--- config.mk ---
export PLATFORM = sky130hd
export DESIGN_NAME = sw_sleep_ctrl
export DESIGN_NICKNAME = d
export VERILOG_FILES = /design/src/rtl/sw_pkg.sv /design/src/rtl/sw_phase_gen.sv /design/src/rtl/sw_wake_detect.sv /design/src/rtl/sw_startup_timer.sv /design/src/rtl/sw_sleep_ctrl.sv
export SDC_FILE = /design/constraint.sdc
export NUM_CORES = 1
export LEC_CHECK = 0
export BUFFER_PORTS_ARGS = -buffer_cell sky130_fd_sc_hd__buf_2
export CORE_MARGIN = 8
export CORE_UTILIZATION = 45
export CTS_BUF_LIST = sky130_fd_sc_hd__clkbuf_2
export CTS_CLUSTER_DIAMETER = 60
export DETAILED_ROUTE_END_ITERATION = 6
export GPL_ROUTABILITY_DRIVEN = 0
export GPL_TIMING_DRIVEN = 0
export PLACE_DENSITY = 0.8
export SLEW_MARGIN = 30
export SYNTH_ARGS = -nofsm -noshare
export SYNTH_HDL_FRONTEND = slang
export SYNTH_SLANG_ARGS = --single-unit
--- constraint.sdc ---
create_clock -name clk -period 3 [get_ports clk]
set_input_delay 0.15 -clock clk [delete_from_list [all_inputs] [get_ports clk]]
set_output_delay 0.15 -clock clk [all_outputs]
set_load 0.01 [all_outputs]
--- src/rtl/sw_pkg.sv ---
package sw_pkg;

    typedef enum logic [2:0] {
        ST_RUN,
        ST_HALT,
        ST_START,
        ST_POST,
        ST_DUMMY
    } sw_state_e;

    typedef struct packed {
        sw_state_e state;
        logic      pd;
        logic      to;
        logic      gie_held;
        logic      wdt_clr;
        logic      entry;
    } sw_regs_t;

endpackage

--- src/rtl/sw_phase_gen.sv ---
module sw_phase_gen #(
    parameter int PHASES = 4,
    localparam int PW = $clog2(PHASES)
) (
    input  logic          clk,
    input  logic          rst,
    input  logic          adv_i,
    output logic [PW-1:0] phase_o,
    output logic          last_o
);
    logic [PW-1:0] phase_d, phase_q;

    always_comb begin
        phase_d = phase_q;
        if (adv_i) begin
            if (phase_q == PW'(PHASES - 1)) phase_d = '0;
            else                            phase_d = phase_q + 1'b1;
        end
    end

    always_ff @(posedge clk) begin
        if (rst) phase_q <= '0;
        else     phase_q <= phase_d;
    end

    assign phase_o = phase_q;
    assign last_o  = (phase_q == PW'(PHASES - 1));

    assert_phase_hold_R10: assert property (@(posedge clk) disable iff (rst)
        !adv_i |=> phase_q == $past(phase_q));

    assert_phase_step_R10: assert property (@(posedge clk) disable iff (rst)
        (adv_i && phase_q == '0) |=> phase_q == PW'(1));
endmodule

--- src/rtl/sw_wake_detect.sv ---
module sw_wake_detect #(
    parameter int IRQ_COUNT = 3
) (
    input  logic [IRQ_COUNT-1:0] irq_en_i,
    input  logic [IRQ_COUNT-1:0] irq_flag_i,
    input  logic                 wdt_enable_i,
    input  logic                 wdt_timeout_i,
    output logic                 irq_pend_o,
    output logic                 wdt_wake_o,
    output logic                 any_wake_o
);
    logic [IRQ_COUNT-1:0] armed;

    for (genvar i = 0; i < IRQ_COUNT; i++) begin : g_src
        assign armed[i] = irq_en_i[i] & irq_flag_i[i];
    end

    assign irq_pend_o = |armed;
    assign wdt_wake_o = wdt_enable_i & wdt_timeout_i;
    assign any_wake_o = irq_pend_o | wdt_wake_o;
endmodule

--- src/rtl/sw_startup_timer.sv ---
module sw_startup_timer #(
    parameter int OST_CYCLES = 1024,
    localparam int CW = (OST_CYCLES > 2) ? $clog2(OST_CYCLES) : 1
) (
    input  logic clk,
    input  logic rst,
    input  logic run_i,
    output logic done_o
);
    logic [CW-1:0] cnt_d, cnt_q;

    always_comb begin
        cnt_d = '0;
        if (run_i && !done_o) cnt_d = cnt_q + 1'b1;
    end

    always_ff @(posedge clk) begin
        if (rst) cnt_q <= '0;
        else     cnt_q <= cnt_d;
    end

    assign done_o = run_i && (cnt_q == CW'(OST_CYCLES - 1));

    assert_count_bound_R6: assert property (@(posedge clk) disable iff (rst)
        cnt_q <= CW'(OST_CYCLES - 1));

    assert_idle_zero_R6: assert property (@(posedge clk) disable iff (rst)
        !run_i |=> cnt_q == '0);
endmodule

--- src/rtl/sw_sleep_ctrl.sv ---
module sw_sleep_ctrl
    import sw_pkg::*;
#(
    parameter int IRQ_COUNT  = 3,
    parameter int OST_CYCLES = 1024,
    parameter int PHASES     = 4,
    localparam int PW = $clog2(PHASES)
) (
    input  logic                 clk,
    input  logic                 rst,
    input  logic                 sleep_exec_i,
    input  logic [IRQ_COUNT-1:0] irq_en_i,
    input  logic [IRQ_COUNT-1:0] irq_flag_i,
    input  logic                 gie_i,
    input  logic                 wdt_enable_i,
    input  logic                 wdt_timeout_i,
    input  logic                 osc_xtal_i,
    output logic                 pd_o,
    output logic                 to_o,
    output logic                 wdt_clear_o,
    output logic                 osc_run_o,
    output logic                 core_run_o,
    output logic                 dummy_cycle_o,
    output logic                 vector_req_o,
    output logic                 sleep_entry_o,
    output logic [PW-1:0]        phase_o
);
    localparam sw_regs_t RESET_VAL = '{state: ST_RUN, pd: 1'b1, to: 1'b1,
                                       gie_held: 1'b0, wdt_clr: 1'b0, entry: 1'b0};

    sw_regs_t r_d, r_q;
    logic irq_pend, wdt_wake, any_wake;
    logic last_phase, ost_done, core_adv;

    sw_wake_detect #(.IRQ_COUNT(IRQ_COUNT)) u_wake (
        .irq_en_i      (irq_en_i),
        .irq_flag_i    (irq_flag_i),
        .wdt_enable_i  (wdt_enable_i),
        .wdt_timeout_i (wdt_timeout_i),
        .irq_pend_o    (irq_pend),
        .wdt_wake_o    (wdt_wake),
        .any_wake_o    (any_wake)
    );

    assign core_adv = (r_q.state == ST_RUN) || (r_q.state == ST_POST) ||
                      (r_q.state == ST_DUMMY);

    sw_phase_gen #(.PHASES(PHASES)) u_phase (
        .clk     (clk),
        .rst     (rst),
        .adv_i   (core_adv),
        .phase_o (phase_o),
        .last_o  (last_phase)
    );

    sw_startup_timer #(.OST_CYCLES(OST_CYCLES)) u_ost (
        .clk    (clk),
        .rst    (rst),
        .run_i  (r_q.state == ST_START),
        .done_o (ost_done)
    );

    always_comb begin
        r_d         = r_q;
        r_d.wdt_clr = 1'b0;
        r_d.entry   = 1'b0;
        case (r_q.state)
            ST_RUN: begin
                if (sleep_exec_i && last_phase && !irq_pend) begin
                    r_d.state   = ST_HALT;
                    r_d.pd      = 1'b0;
                    r_d.to      = 1'b1;
                    r_d.wdt_clr = 1'b1;
                    r_d.entry   = 1'b1;
                end
            end
            ST_HALT: begin
                if (any_wake) begin
                    if (wdt_wake) r_d.to = 1'b0;
                    r_d.gie_held = gie_i;
                    if (osc_xtal_i)  r_d.state = ST_START;
                    else if (gie_i)  r_d.state = ST_POST;
                    else             r_d.state = ST_RUN;
                end
            end
            ST_START: begin
                if (ost_done) r_d.state = r_q.gie_held ? ST_POST : ST_RUN;
            end
            ST_POST: begin
                if (last_phase) r_d.state = ST_DUMMY;
            end
            ST_DUMMY: begin
                if (last_phase) r_d.state = ST_RUN;
            end
            default: r_d.state = ST_RUN;
        endcase
    end

    always_ff @(posedge clk) begin
        if (rst) r_q <= RESET_VAL;
        else     r_q <= r_d;
    end

    assign pd_o          = r_q.pd;
    assign to_o          = r_q.to;
    assign wdt_clear_o   = r_q.wdt_clr;
    assign sleep_entry_o = r_q.entry;
    assign osc_run_o     = (r_q.state != ST_HALT);
    assign core_run_o    = core_adv;
    assign dummy_cycle_o = (r_q.state == ST_DUMMY);
    assign vector_req_o  = (r_q.state == ST_DUMMY);

    assert_pd_falls_on_entry_R2: assert property (@(posedge clk) disable iff (rst)
        $fell(r_q.pd) |-> r_q.entry && r_q.wdt_clr);

    assert_entry_halts_R2: assert property (@(posedge clk) disable iff (rst)
        r_q.entry |-> (r_q.state == ST_HALT) && !r_q.pd && r_q.to);

    assert_entry_single_R2: assert property (@(posedge clk) disable iff (rst)
        r_q.entry |=> !r_q.entry);

    assert_noop_keeps_R3: assert property (@(posedge clk) disable iff (rst)
        (r_q.state == ST_RUN && last_phase && sleep_exec_i && irq_pend)
        |=> (r_q.state == ST_RUN) && $stable(r_q.pd) && $stable(r_q.to));

    assert_to_falls_on_wdt_R5: assert property (@(posedge clk) disable iff (rst)
        $fell(r_q.to) |-> $past(wdt_timeout_i && wdt_enable_i));

    assert_pd_never_rises_R8: assert property (@(posedge clk) disable iff (rst)
        !$rose(r_q.pd));

    assert_dummy_follows_post_R7: assert property (@(posedge clk) disable iff (rst)
        (r_q.state == ST_POST && last_phase) |=> r_q.state == ST_DUMMY);

    assert_no_entry_outside_run_R9: assert property (@(posedge clk) disable iff (rst)
        (r_q.state != ST_RUN) |=> !r_q.entry);
endmodule

# Yosys cells after proc, flatten, opt, wreduce, memory -nomap -nowiden
# Index checks and enable logic that the tools add are counted.
dict set report totals {
  mem_bits_ro 0
  register_bits 20
  inputBits 13
  n_memories 0
  out_inout_bits 10
  ramBits 0
  latchBits 0
}
dict set report op_classes {
  reduce_logical 17
  n_addsub 2
  muxes 14
  n_lt_le_gt_ge 0
  multipliers 0
  shifts 0
  div_mod_pow 0
  bitwise 7
  eq_ne 13
}
# cell count
set ops {}
lappend ops {{$mux 3} 5}
lappend ops {{$pmux 3 s5} 1}
lappend ops {{$add 10x1->10 const B} 1}
lappend ops {{$eq 10x10->1 const B} 1}
lappend ops {{$mux 2} 5}
lappend ops {{$eq 3x2->1 const B} 2}
lappend ops {{$ne 2x1->1 const B} 3}
lappend ops {{$ne 2x2->1 const B} 3}
lappend ops {{$mux 5} 1}
lappend ops {{$reduce_and 5->1} 1}
lappend ops {{$and 1x1->1} 4}
lappend ops {{$logic_and 1x1->1} 4}
lappend ops {{$reduce_and 2->1} 2}
lappend ops {{$reduce_and 4->1} 1}
lappend ops {{$reduce_or 2->1} 2}
lappend ops {{$eq 3x1->1 const B} 1}
lappend ops {{$eq 3x3->1 const B} 1}
lappend ops {{$logic_not 3->1} 1}
lappend ops {{$ne 3x1->1 const B} 1}
lappend ops {{$reduce_or 3->1} 1}
lappend ops {{$add 2x1->2 const B} 1}
lappend ops {{$eq 2x2->1 const B} 1}
lappend ops {{$logic_not 1->1} 2}
lappend ops {{$logic_or 1x1->1} 2}
lappend ops {{other kinds (5)} 6}

# Logic depth before layout (Yosys ltp)
# Gate-level depths: netlist of run 1.
dict set report depth {
  word_depth 6
  depth_mapped 6
  mapped_depth_nobuf 6
}

# By module
# From an unflattened synthesis of run 1, not the netlist that was laid out.
dict set report unflattened {
  hier_cells 117
  area_unflattened_um2 998.5
}
# module area_per_inst_um2 cells_per_inst seq_area_each_um2 instances
set modules_own_cells {}
lappend modules_own_cells {sw_startup_timer 447.9 52 200.2 1}
lappend modules_own_cells {sw_sleep_ctrl 437.9 53 140.1 1}
lappend modules_own_cells {sw_phase_gen 86.3 8 40.0 1}
lappend modules_own_cells {sw_wake_detect 26.3 4 0.0 1}

# Worst setup path after synthesis of run 1
# Ideal clock, no wire load.
dict set report synth_path {
  path_kind {flip-flop to flip-flop}
  start {register u_phase.phase_q[0], in the netlist u_phase.phase_o[0]}
  end {register r_q, in the netlist to_o}
  arrival_ns 1.361
  slack_ns 1.571
  stages_incl_launch_ff 6
  n_path_buf 0
  setup_time_ns 0.068
  cell_sequence {dfxtp_1 > ha_1 > nand2b_1 > or4_4 > nor2b_4 > o21bai_2}
}
dict set report synth_between {
  elab_chain_len 5
}
# item line
set synth_lines {}
lappend synth_lines {{start: declaration} sw_phase_gen.sv:11} ;# logic [PW-1:0] phase_d, phase_q;
lappend synth_lines {{start signal: assignment} sw_phase_gen.sv:23} ;# else phase_q <= phase_d;
lappend synth_lines {{$eq 2x2->1} sw_phase_gen.sv:27} ;# assign last_o = (phase_q == PW'(PHASES - 1));
lappend synth_lines {{$logic_and 1x1->1 (2 in a row)} sw_sleep_ctrl.sv:69} ;# if (sleep_exec_i && last_phase && !irq_pend) begin
lappend synth_lines {{$ne 2x1->1 (no source line)} n/a}
lappend synth_lines {{$reduce_and 4->1 (no source line)} n/a}
lappend synth_lines {{end signal: assignment} sw_sleep_ctrl.sv:101} ;# else r_q <= r_d;
lappend synth_lines {{end: declaration} sw_sleep_ctrl.sv:31} ;# sw_regs_t r_d, r_q;
# Every way passes these cells.
# A chain may end at the register's enable or synchronous reset.

# Worst setup path after layout of run 1
dict set report layout_path {
  start {register r_q[5] (netlist name)}
  end {output port core_run_o}
}
dict set report layout_between {
  elab_chain_len 3
}
# item line
set layout_lines {}
lappend layout_lines {{$eq 3x2->1 or $logic_not 3->1 (tied branches)} sw_sleep_ctrl.sv:45} ;# assign core_adv = (r_q.state == ST_RUN) || (r_q.state == ST_POST) ||
lappend layout_lines {{$logic_or 1x1->1} sw_sleep_ctrl.sv:45}
lappend layout_lines {{$logic_or 1x1->1 *} sw_sleep_ctrl.sv:45}
lappend layout_lines {{end: declaration} sw_sleep_ctrl.sv:22} ;# output logic core_run_o,
# Mark *: on every way between the ends. The rest lies on a longest branch, timed or not.

==> run summary, run 1 <==
The worst setup path is captured at an output port. Measured along the x axis, the die boundary spans 61.30 µm. The post-synthesis async set-or-reset flop share is 0. The tools report the static power due to leakage as 0.0004612 µW. The register clock-pin slew on the reported worst setup and hold paths came out at 0.16 ns. The core region area was 1942 µm²; the fraction of synthesized cell area taken by the top area cell type was 0.4119. The tools report the combined area of all synthesized cells as 923.4 µm². The cell family contributing the most delay on the critical path is buffers and inverters.

Entering global routing, the biggest net connects 11 pins. The slew at the pin closest to its max-slew limit was 0.3993 ns. The run finished with clean final reports. In this run, post-CTS repair resized a total of 0 instances. After synthesis, the netlist uses 37 different library cells. The post-synthesis sequential area ratio came out at 0.4119.

The total power density per cell area was 501.2 nW/µm². The quantity of hold-fixing buffers added after cts is 0. For the placed wire-length estimate after detailed placement, the log shows 1446 µm. The tools report the final wirelength as 1822 µm. The number of enable-type register cells in the synthesized netlist was 0. The tools report the startpoint type of the worst setup path as a flop. The clock reaches the later pin of the worst-skew pair after 0.30 ns. The top-level I/O count came out at 23. The run gives 3758 µm² as the die outline area. The logs give 0.1066 for the all-layer global routing usage and 0 for the reported max-cap violation count. The largest voltage drop on the vdd net is 0.3028 mV, and the net total in the final layout is 147. The run gives 812 as the count of vias placed by the detailed router.

For the final cell utilization of the core, the log shows 0.5573. The vertical extent of the die works out to 61.30 µm. The violation count after the first detailed-routing iteration is 25.

The count of final setup violators is 0, and the residual DRC count is 0. The total power is 542.5 µW. After global routing the overflow that remains totals 0. The number of synthesized register bits came out at 19.

The fraction of layout instances using a drive strength above 1 was 0.2672. The total nets after synthesis is 121. 0 antenna diodes ended up in the layout. In this run the worst path has a maximum fanout of 10.

The tools report the count of mapped cells out of synthesis as 106. The first global-routing pass estimated 3077 µm of wire. Setup TNS: 0 ns.

In this run the clock root is driven by a sky130_fd_sc_hd__clkbuf_2. After synthesis, the mean cell area works out to 8.711 µm². Ranked by total cell area, the synthesized netlist is headed by sky130_fd_sc_hd__dfxtp_1 (41%), sky130_fd_sc_hd__nor2_1 (7.3%), sky130_fd_sc_hd__xnor2_1 (3.8%).

On the critical path, the stage with the largest delay is an instance of sky130_fd_sc_hd__dfxtp_1. The setup path with the least slack is of type flop to output port. The number of global-route vias before repair is 785. The clock drives 19 sinks. The number of H-tree levels is 1, and the combined buffer and inverter count along the critical path is 3.

The largest incremental delay on the critical path was 0.37 ns. For the initial core utilization, the log shows 0.4755. In this run the remaining antenna-violating nets after routing total 0.

Most frequent standard cell in the layout excluding fill and tap cells: sky130_fd_sc_hd__buf_2. Summed over all instances, the cell type with the most area after synthesis is sky130_fd_sc_hd__dfxtp_1. The worst-case headroom to the max-slew limit is 0.7338. The worst hold path belongs to the class primary input to flop. Across the routed clock network, the largest skew measured is 0.0006612 ns. The ratio of routed vias to standard cells was 5.139; the detailed-route wire length per cell was 11.53 µm. TritonCTS built the clock tree.

No sink is reached through more buffers than the 2 on the longest clock path. The number of buffers created by CTS is 3. For this run, the detailed router's first-pass iteration total came to 4.

Setup repair after global routing left no endpoint under its margin. The final critical delay including setup and external delays came out at 1.622 ns. The number of rows created at floorplan is 16, and the number of fill cells is 187.

The number of antenna violations at the first check in global routing is 0. The count of yosys warnings during synthesis came out at 0. The run gives 0 as the count of pins over their slew limit. In this run the post-CTS setup repair buffer count came out at 0.

The logs give 1.47 ns for the arrival time reported for the critical path endpoint and 2.85 ns for the worst path required time. The top cell types in the final layout, fill and taps aside, are sky130_fd_sc_hd__buf_2 (23), sky130_fd_sc_hd__dfxtp_1 (19), sky130_fd_sc_hd__nor2_1 (18), sky130_fd_sc_hd__nand3_1 (6). Compared with the post-synthesis result, the final layout area differs by 17.21%. Static timing analysis puts the maximum clock frequency at 616.4 MHz. In this run the tool buffered the top-level ports with 21 buffer cells. The period utilization is 0.5407. In the synthesized netlist the dominant register cell turns out to be sky130_fd_sc_hd__dfxtp_1. In this design, the critical path's most frequently occurring cell is sky130_fd_sc_hd__buf_2. The count of endpoints failing hold in the final timing report is 0. The critical path goes through buf_2, nor2_1, a21oi_1, inv_1, buf_2.
cell usage after synthesis, types with 3 or more instances:
cell type                  count
sky130_fd_sc_hd__a21oi_1       4
sky130_fd_sc_hd__dfxtp_1      19
sky130_fd_sc_hd__inv_1         3
sky130_fd_sc_hd__nand2_1       5
sky130_fd_sc_hd__nand2b_1      4
sky130_fd_sc_hd__nand3_1       6
sky130_fd_sc_hd__nor2_1       18
sky130_fd_sc_hd__nor3_1        5
sky130_fd_sc_hd__xnor2_1       4
sky130_fd_sc_hd__xor2_1        4
metrics by stage:
step	worst slack (ns)	area [µm²]	std cells	hold WS [ns]
final	1.378	1082	158	0.1142
after global routing	1.209	1082	158	0.1085
after CTS	1.355	1082	158	0.09879
after detailed placement	1.481	1062	154	0.4235
after global placement	1.532	1062	154	0.4183
after floorplan	1.571	923.4	106	0.2972
report_power, final:
group	switching [µW]	internal [µW]	total (µW)
clock network	74.2	35.3	110
logic	75.7	68.9	145
registers	15.8	273	288
total	166	377	542
per-layer routing:
metal	part of all wire	routed length, µm	GRT usage	vias to the layer above
li1	-	-	-	412
met5	0	0	0	-
met4	0.0055	10	0.03654	0
met2	0.47	852	0.1896	22
met3	0.12	212	0.05637	2
met1	0.41	745	0.1022	376
cell families (layout without fill, tap and decap cells):
group | Yosys count | in the layout | share of synthesized area
mux | 3 | 3 | 0.03388
compound gates | 14 | 14 | 0.1097
flops | 19 | 19 | 0.4119
simple gates | 52 | 52 | 0.2981
xor+xnor | 8 | 8 | 0.07587
buf+inv | 8 | 33 | 0.04335
fa+ha+maj | 2 | 2 | 0.02710
final cells by class:
type / count / area, µm² / share of cell area
plain buffers: 5 / 28.78 / 0.02659
well taps: 27 / 33.78 / 0.03121
inverters: 3 / 11.26 / 0.01040
multi-input cells: 79 / 503.0 / 0.4647
repair buffers: 21 / 105.1 / 0.09711
clock buffers: 4 / 20.02 / 0.01850
flip-flops and latches: 19 / 380.4 / 0.3514
state kept, by name, summed over array words and instances, names as in the netlist:
name             cells
u_phase.phase_o      2
r_q                  4
to_o                 1
u_ost.cnt_q         10
wdt_clear_o          1
pd_o                 1
tightest hold or removal path: cells and delay by family:
family	cells	cell delay, ns
buffers and inverters	1	0.10
multiplexers	1	0.06
AND/OR/NAND/NOR	1	0.08
path summary, 6_finish.rpt:
kind | slack, ns | depth (start not counted) | to | start
worst max-delay path | 1.38 | 5 | core_run_o | r_q[5]$_SDFFE_PP0P_
worst min-delay path | 0.11 | 3 | r_q[2]$_SDFFE_PP0P_ | gie_i
worst max register to register | 1.47 | 6 | u_ost.cnt_q[2]$_SDFF_PP0_ | u_ost.cnt_q[0]$_SDFF_PP0_
worst min register to register | 0.47 | 1 | pd_o$_SDFFE_PP1P_ | pd_o$_SDFFE_PP1P_
(Power assumes the default switching activity.)
==> inputs of run 2 (changes only) <==
Settings changed: ABC_AREA set to 1, PLACE_DENSITY 0.8 to 0.79.
Clock period 3 ns to 1.5 ns, I/O delays scaled along.
==> run 2 against run 1 <==
  * Synthesized area is 10% higher
  * Utilization is 1.5 points higher
  * Combinational power grew to 4.2 times the previous value
  * Total power grew to 2.7 times the previous value
  * Sequential share of layout area is 3.9 points lower
  * Sequential cell count stayed put
  * Highest routed layer is now met3
==> run summary, run 2 <==
The run finished with clean final reports. The run gives 144 (was 121) as the total nets after synthesis. For the count of mapped cells out of synthesis, the log shows 129 (was 106). Most area-hungry cell type in the Yosys netlist: sky130_fd_sc_hd__dfxtp_1 (unchanged). The critical path endpoint category was an output port (unchanged). The initial core utilization was 0.4683 (was 0.4755); the violation count after the first detailed-routing iteration was 25 (unchanged).

Setup repair after global routing could not meet its margin everywhere. The area share of and/or/nand/nor cells after synthesis was 0.4372 (was 0.2981); the maximum count of clock buffers along a single path was 2 (unchanged). The maximum net fanout on the critical path is 5 (was 10), and the combined area of all synthesized cells is 1016 µm² (was 923.4 µm²). The core region area came out at 2170 µm² (was 1942 µm²). The top-level I/O count came out at 23 (unchanged). The run gives 699.8 MHz as the fmax. For the remaining global-route overflow, the log shows 0 (unchanged). The final wirelength is 2119 µm (was 1822 µm), and the worst clock skew is 0.006451 ns (was 0.0006612 ns). The adder-cell share of the synthesized area works out to 0.02463 (was 0.02710). The path type of the worst setup path was flop to output port (unchanged). Wire length of the first global-routing pass: 3684 µm (was 3077 µm). The run gives 0.152 (was 0.202) as the part of the power in the clock network. Register clock-pin slew on the reported worst setup and hold paths: 0.18 ns (was 0.16 ns). Worst-case setup slack after placement: 0.07805 ns (was 1.481 ns). The run gives 899.9 µW (was 376.8 µW) as the internal portion of total power. The number of synthesized register bits was 19 (unchanged).

The switching power was 576.3 µW (was 165.6 µW); the placed wire-length estimate after detailed placement was 1706 µm (was 1446 µm). The vertical extent of the die came out at 63.52 µm (was 61.30 µm). The diode insertion count for antenna repair was 0 (unchanged). The tools report the count of pins over their slew limit as 0 (unchanged). The growth of design area from synthesis to finish works out to 22.17% (was 17.21%).

The post-synthesis async set-or-reset flop share is 0 (unchanged), and the worst-case headroom to the max-slew limit is 0.7772 (was 0.7338). The tools report the worst path required time as 1.42 ns (was 2.85 ns). The register with the most flip-flops was u_ost.cnt_q (unchanged). The portion of netlist area occupied by mux cells was 0 (was 0.03388); the mean area per synthesized cell was 7.876 µm² (was 8.711 µm²). The run gives 0 (unchanged) as the residual antenna-violating net count after detailed routing. The first-pass iteration count of the detailed router was 4 (unchanged). The number of global-route vias before repair is 942 (was 785). The fraction of layout instances using a drive strength above 1 was 0.4063 (was 0.2672); the reported max-cap violation count was 0 (unchanged). The run gives 30 (was 37) as the number of unique standard cell types used by synthesis. The relative contribution of combinational cells to total power is 0.416 (was 0.266), and the arrival time reported for the critical path endpoint is 1.35 ns (was 1.47 ns). The slew at the pin closest to its max-slew limit is 0.3324 ns (was 0.3993 ns).

Detailed-route wire length per cell: 11.27 µm (was 11.53 µm). The flip-flop count of the largest register, all copies and words added was 10 (unchanged); the minimum hold slack was 0.03240 ns (was 0.1142 ns). The clock network latency to the later pin of the worst-skew pair was 0.30 ns (about the same); the total power density per cell area was 1189 nW/µm² (was 501.2 nW/µm²). The fraction of synthesized cell area taken by the top area cell type was 0.3744 (was 0.4119). Ratio of routed vias to standard cells: 4.899 (was 5.139). For the fraction of power consumed by sequential logic, the log shows 0.432 (was 0.532). TritonCTS built the clock tree. Synth top cells by count: sky130_fd_sc_hd__nand2_1 (26), sky130_fd_sc_hd__dfxtp_1 (19), sky130_fd_sc_hd__nor2_1 (17), sky130_fd_sc_hd__inv_1 (12), sky130_fd_sc_hd__nand3_1 (7) (was sky130_fd_sc_hd__dfxtp_1 (19), sky130_fd_sc_hd__nor2_1 (18), sky130_fd_sc_hd__nand3_1 (6), sky130_fd_sc_hd__nand2_1 (5), sky130_fd_sc_hd__nor3_1 (5)). The logs give 921 (was 812) for the count of vias placed by the detailed router and 0 (unchanged) for the count of endpoints failing hold in the final timing report. The run gives 0 (unchanged) as the number of antenna violations at the first check in global routing.

Number of port buffers: 22 (was 21). Dominant combinational cell family by area after synthesis: simple AND/OR/NAND/NOR gates (unchanged). The residual DRC count was 0 (unchanged); the period utilization was 0.9527. The number of H-tree levels came out at 1 (unchanged). The width of the die was 63.52 µm (was 61.30 µm); the die outline area was 4034 µm² (was 3758 µm²). The net total in the final layout was 176 (was 147). The type of the worst min-delay path was primary input to flop (unchanged). The startpoint type of the worst setup path is a flop (unchanged). The most frequent standard cell in the layout excluding fill and tap cells was sky130_fd_sc_hd__nand2_1 (was sky130_fd_sc_hd__buf_2).

Worst setup slack after layout: 0.07095 ns (was 1.378 ns). Root buffer selected by CTS: sky130_fd_sc_hd__clkbuf_2 (unchanged). The count of final setup violators is 0 (unchanged), and the static power due to leakage is 0.0006065 µW (was 0.0004612 µW). The post-synthesis compound-gate area fraction works out to 0.07143 (was 0.1098). For the number of buffers created by CTS, the log shows 3 (unchanged).

Most frequent cells in the layout: sky130_fd_sc_hd__nand2_1 (25), sky130_fd_sc_hd__buf_2 (22), sky130_fd_sc_hd__nor2_1 (17), sky130_fd_sc_hd__dfxtp_1 (13), sky130_fd_sc_hd__inv_1 (12) (was sky130_fd_sc_hd__buf_2 (23), sky130_fd_sc_hd__dfxtp_1 (19), sky130_fd_sc_hd__nor2_1 (18), sky130_fd_sc_hd__nand3_1 (6)). Top post-synthesis cells by area: sky130_fd_sc_hd__dfxtp_1 (37%), sky130_fd_sc_hd__nand2_1 (9.6%), sky130_fd_sc_hd__nor2_1 (6.3%) (was sky130_fd_sc_hd__dfxtp_1 (41%), sky130_fd_sc_hd__nor2_1 (7.3%), sky130_fd_sc_hd__xnor2_1 (3.8%)). The xor and xnor fraction of the mapped netlist area was 0.01724 (was 0.07588); the net switching fraction of the power was 0.3904 (was 0.3054). Dominant register cell in the synthesized netlist: sky130_fd_sc_hd__dfxtp_1 (unchanged). For the count of yosys warnings during synthesis, the log shows 0 (unchanged).

Dominant cell by count in the synthesized netlist: sky130_fd_sc_hd__nand2_1 (was sky130_fd_sc_hd__dfxtp_1). The tools report the all-layer global routing usage as 0.1086 (was 0.1066). The number of enable-type register cells in the synthesized netlist works out to 0 (unchanged). The largest voltage drop on the vdd net is 0.8930 mV (was 0.3028 mV), and the post-synthesis sequential area ratio is 0.3744 (was 0.4119). The number of clock sinks is 19 (unchanged), and the maximum number of pins on one net before global-route repair is 11 (unchanged).

The routed design could run at a clock period as short as 1.429 ns. For the number of rows created at floorplan, the log shows 17 (was 16).
==> run 2: cell types whose count changed after synthesis, sizes merged, moves of 4 or more <==
cell and delta:
nor3b +4, nand2 +26, inv +11, xnor2 -4, nor2 +6, o21ai +4, nand2b -4
==> run 2: timing repair <==
item / in CTS / in global routing
buffers inserted: 0 / 4
endpoints found under the hold margin: 2 / 0
resized for setup: 0 / 9
hold buffers: 1 / 0
endpoints found under the setup margin: 0 / 6
==> run 2: area by class of cell <==
type | count | area, µm²
tap | 28 | 35.03
fill | 211 | 928.4
clock buffer | 4 | 20.02
multi-input combinational | 93 | 571.8
buffer | 2 | 15.01
inverter | 15 | 61.31
timing repair buffer | 27 | 150.1
sequential | 19 | 387.9
==> run 2: cell families (layout without fill, tap and decap cells) <==
group	count (synthesis)	after routing
fa+ha+maj	2	2
flops	19	19
simple gates	77	77
xor+xnor	2	2
compound gates	12	12
buf+inv	17	48
==> run 2: final timing paths <==
path / start / endpoint / slack [ns] / depth (start not counted)
max: r_q[5]$_SDFFE_PP0P_ / osc_run_o / 0.07 / 4
min: gie_i / r_q[2]$_SDFFE_PP0P_ / 0.03 / 3
max reg2reg: u_ost.cnt_q[0]$_SDFF_PP0_ / r_q[7]$_SDFFE_PP0P_ / 0.11 / 10
min reg2reg: u_ost.cnt_q[0]$_SDFF_PP0_ / u_ost.cnt_q[0]$_SDFF_PP0_ / 0.43 / 1
==> run 2: critical path, stage by stage (launching register included) <==
cell and delay [ns]:
sky130_fd_sc_hd__dfxtp_2 0.42, sky130_fd_sc_hd__inv_1 0.08, sky130_fd_sc_hd__nor3_2 0.25, sky130_fd_sc_hd__inv_1 0.13, sky130_fd_sc_hd__buf_2 0.17
==> run 2: power by group through the flow <==
stage	logic, µW	clock network, µW	registers [µW]
global placement	550	0	633
floorplan	415	0	641
finish	614	224	638
detailed placement	575	0	640
CTS	580	232	628
global route	700	248	648
==> run 2: per-stage QoR <==
| stage | total power, µW | instances | utilization | TNS (ns) | cell area (µm²) |
|---|---|---|---|---|---|
| after floorplan | 1056 | 129 | - | 0 | 1016 |
| after global placement | 1183 | 179 | 0.5352 | 0 | 1161 |
| after detailed placement | 1214 | 179 | 0.5352 | 0 | 1161 |
| after CTS | 1441 | 184 | 0.5490 | 0 | 1191 |
| after global routing | 1596 | 188 | 0.5721 | -0.01974 | 1241 |
| final | 1476 | 188 | 0.5721 | 0 | 1241 |
==> run 2: layer usage <==
metal | global-route usage | vias up | share of wire
met2 | 0.2104 | 21 | 0.55
met3 | 0.04417 | 0 | 0.045
met1 | 0.1046 | 425 | 0.41
met4 | 0.01950 | 0 | 0
li1 | - | 475 | -
met5 | 0 | - | 0
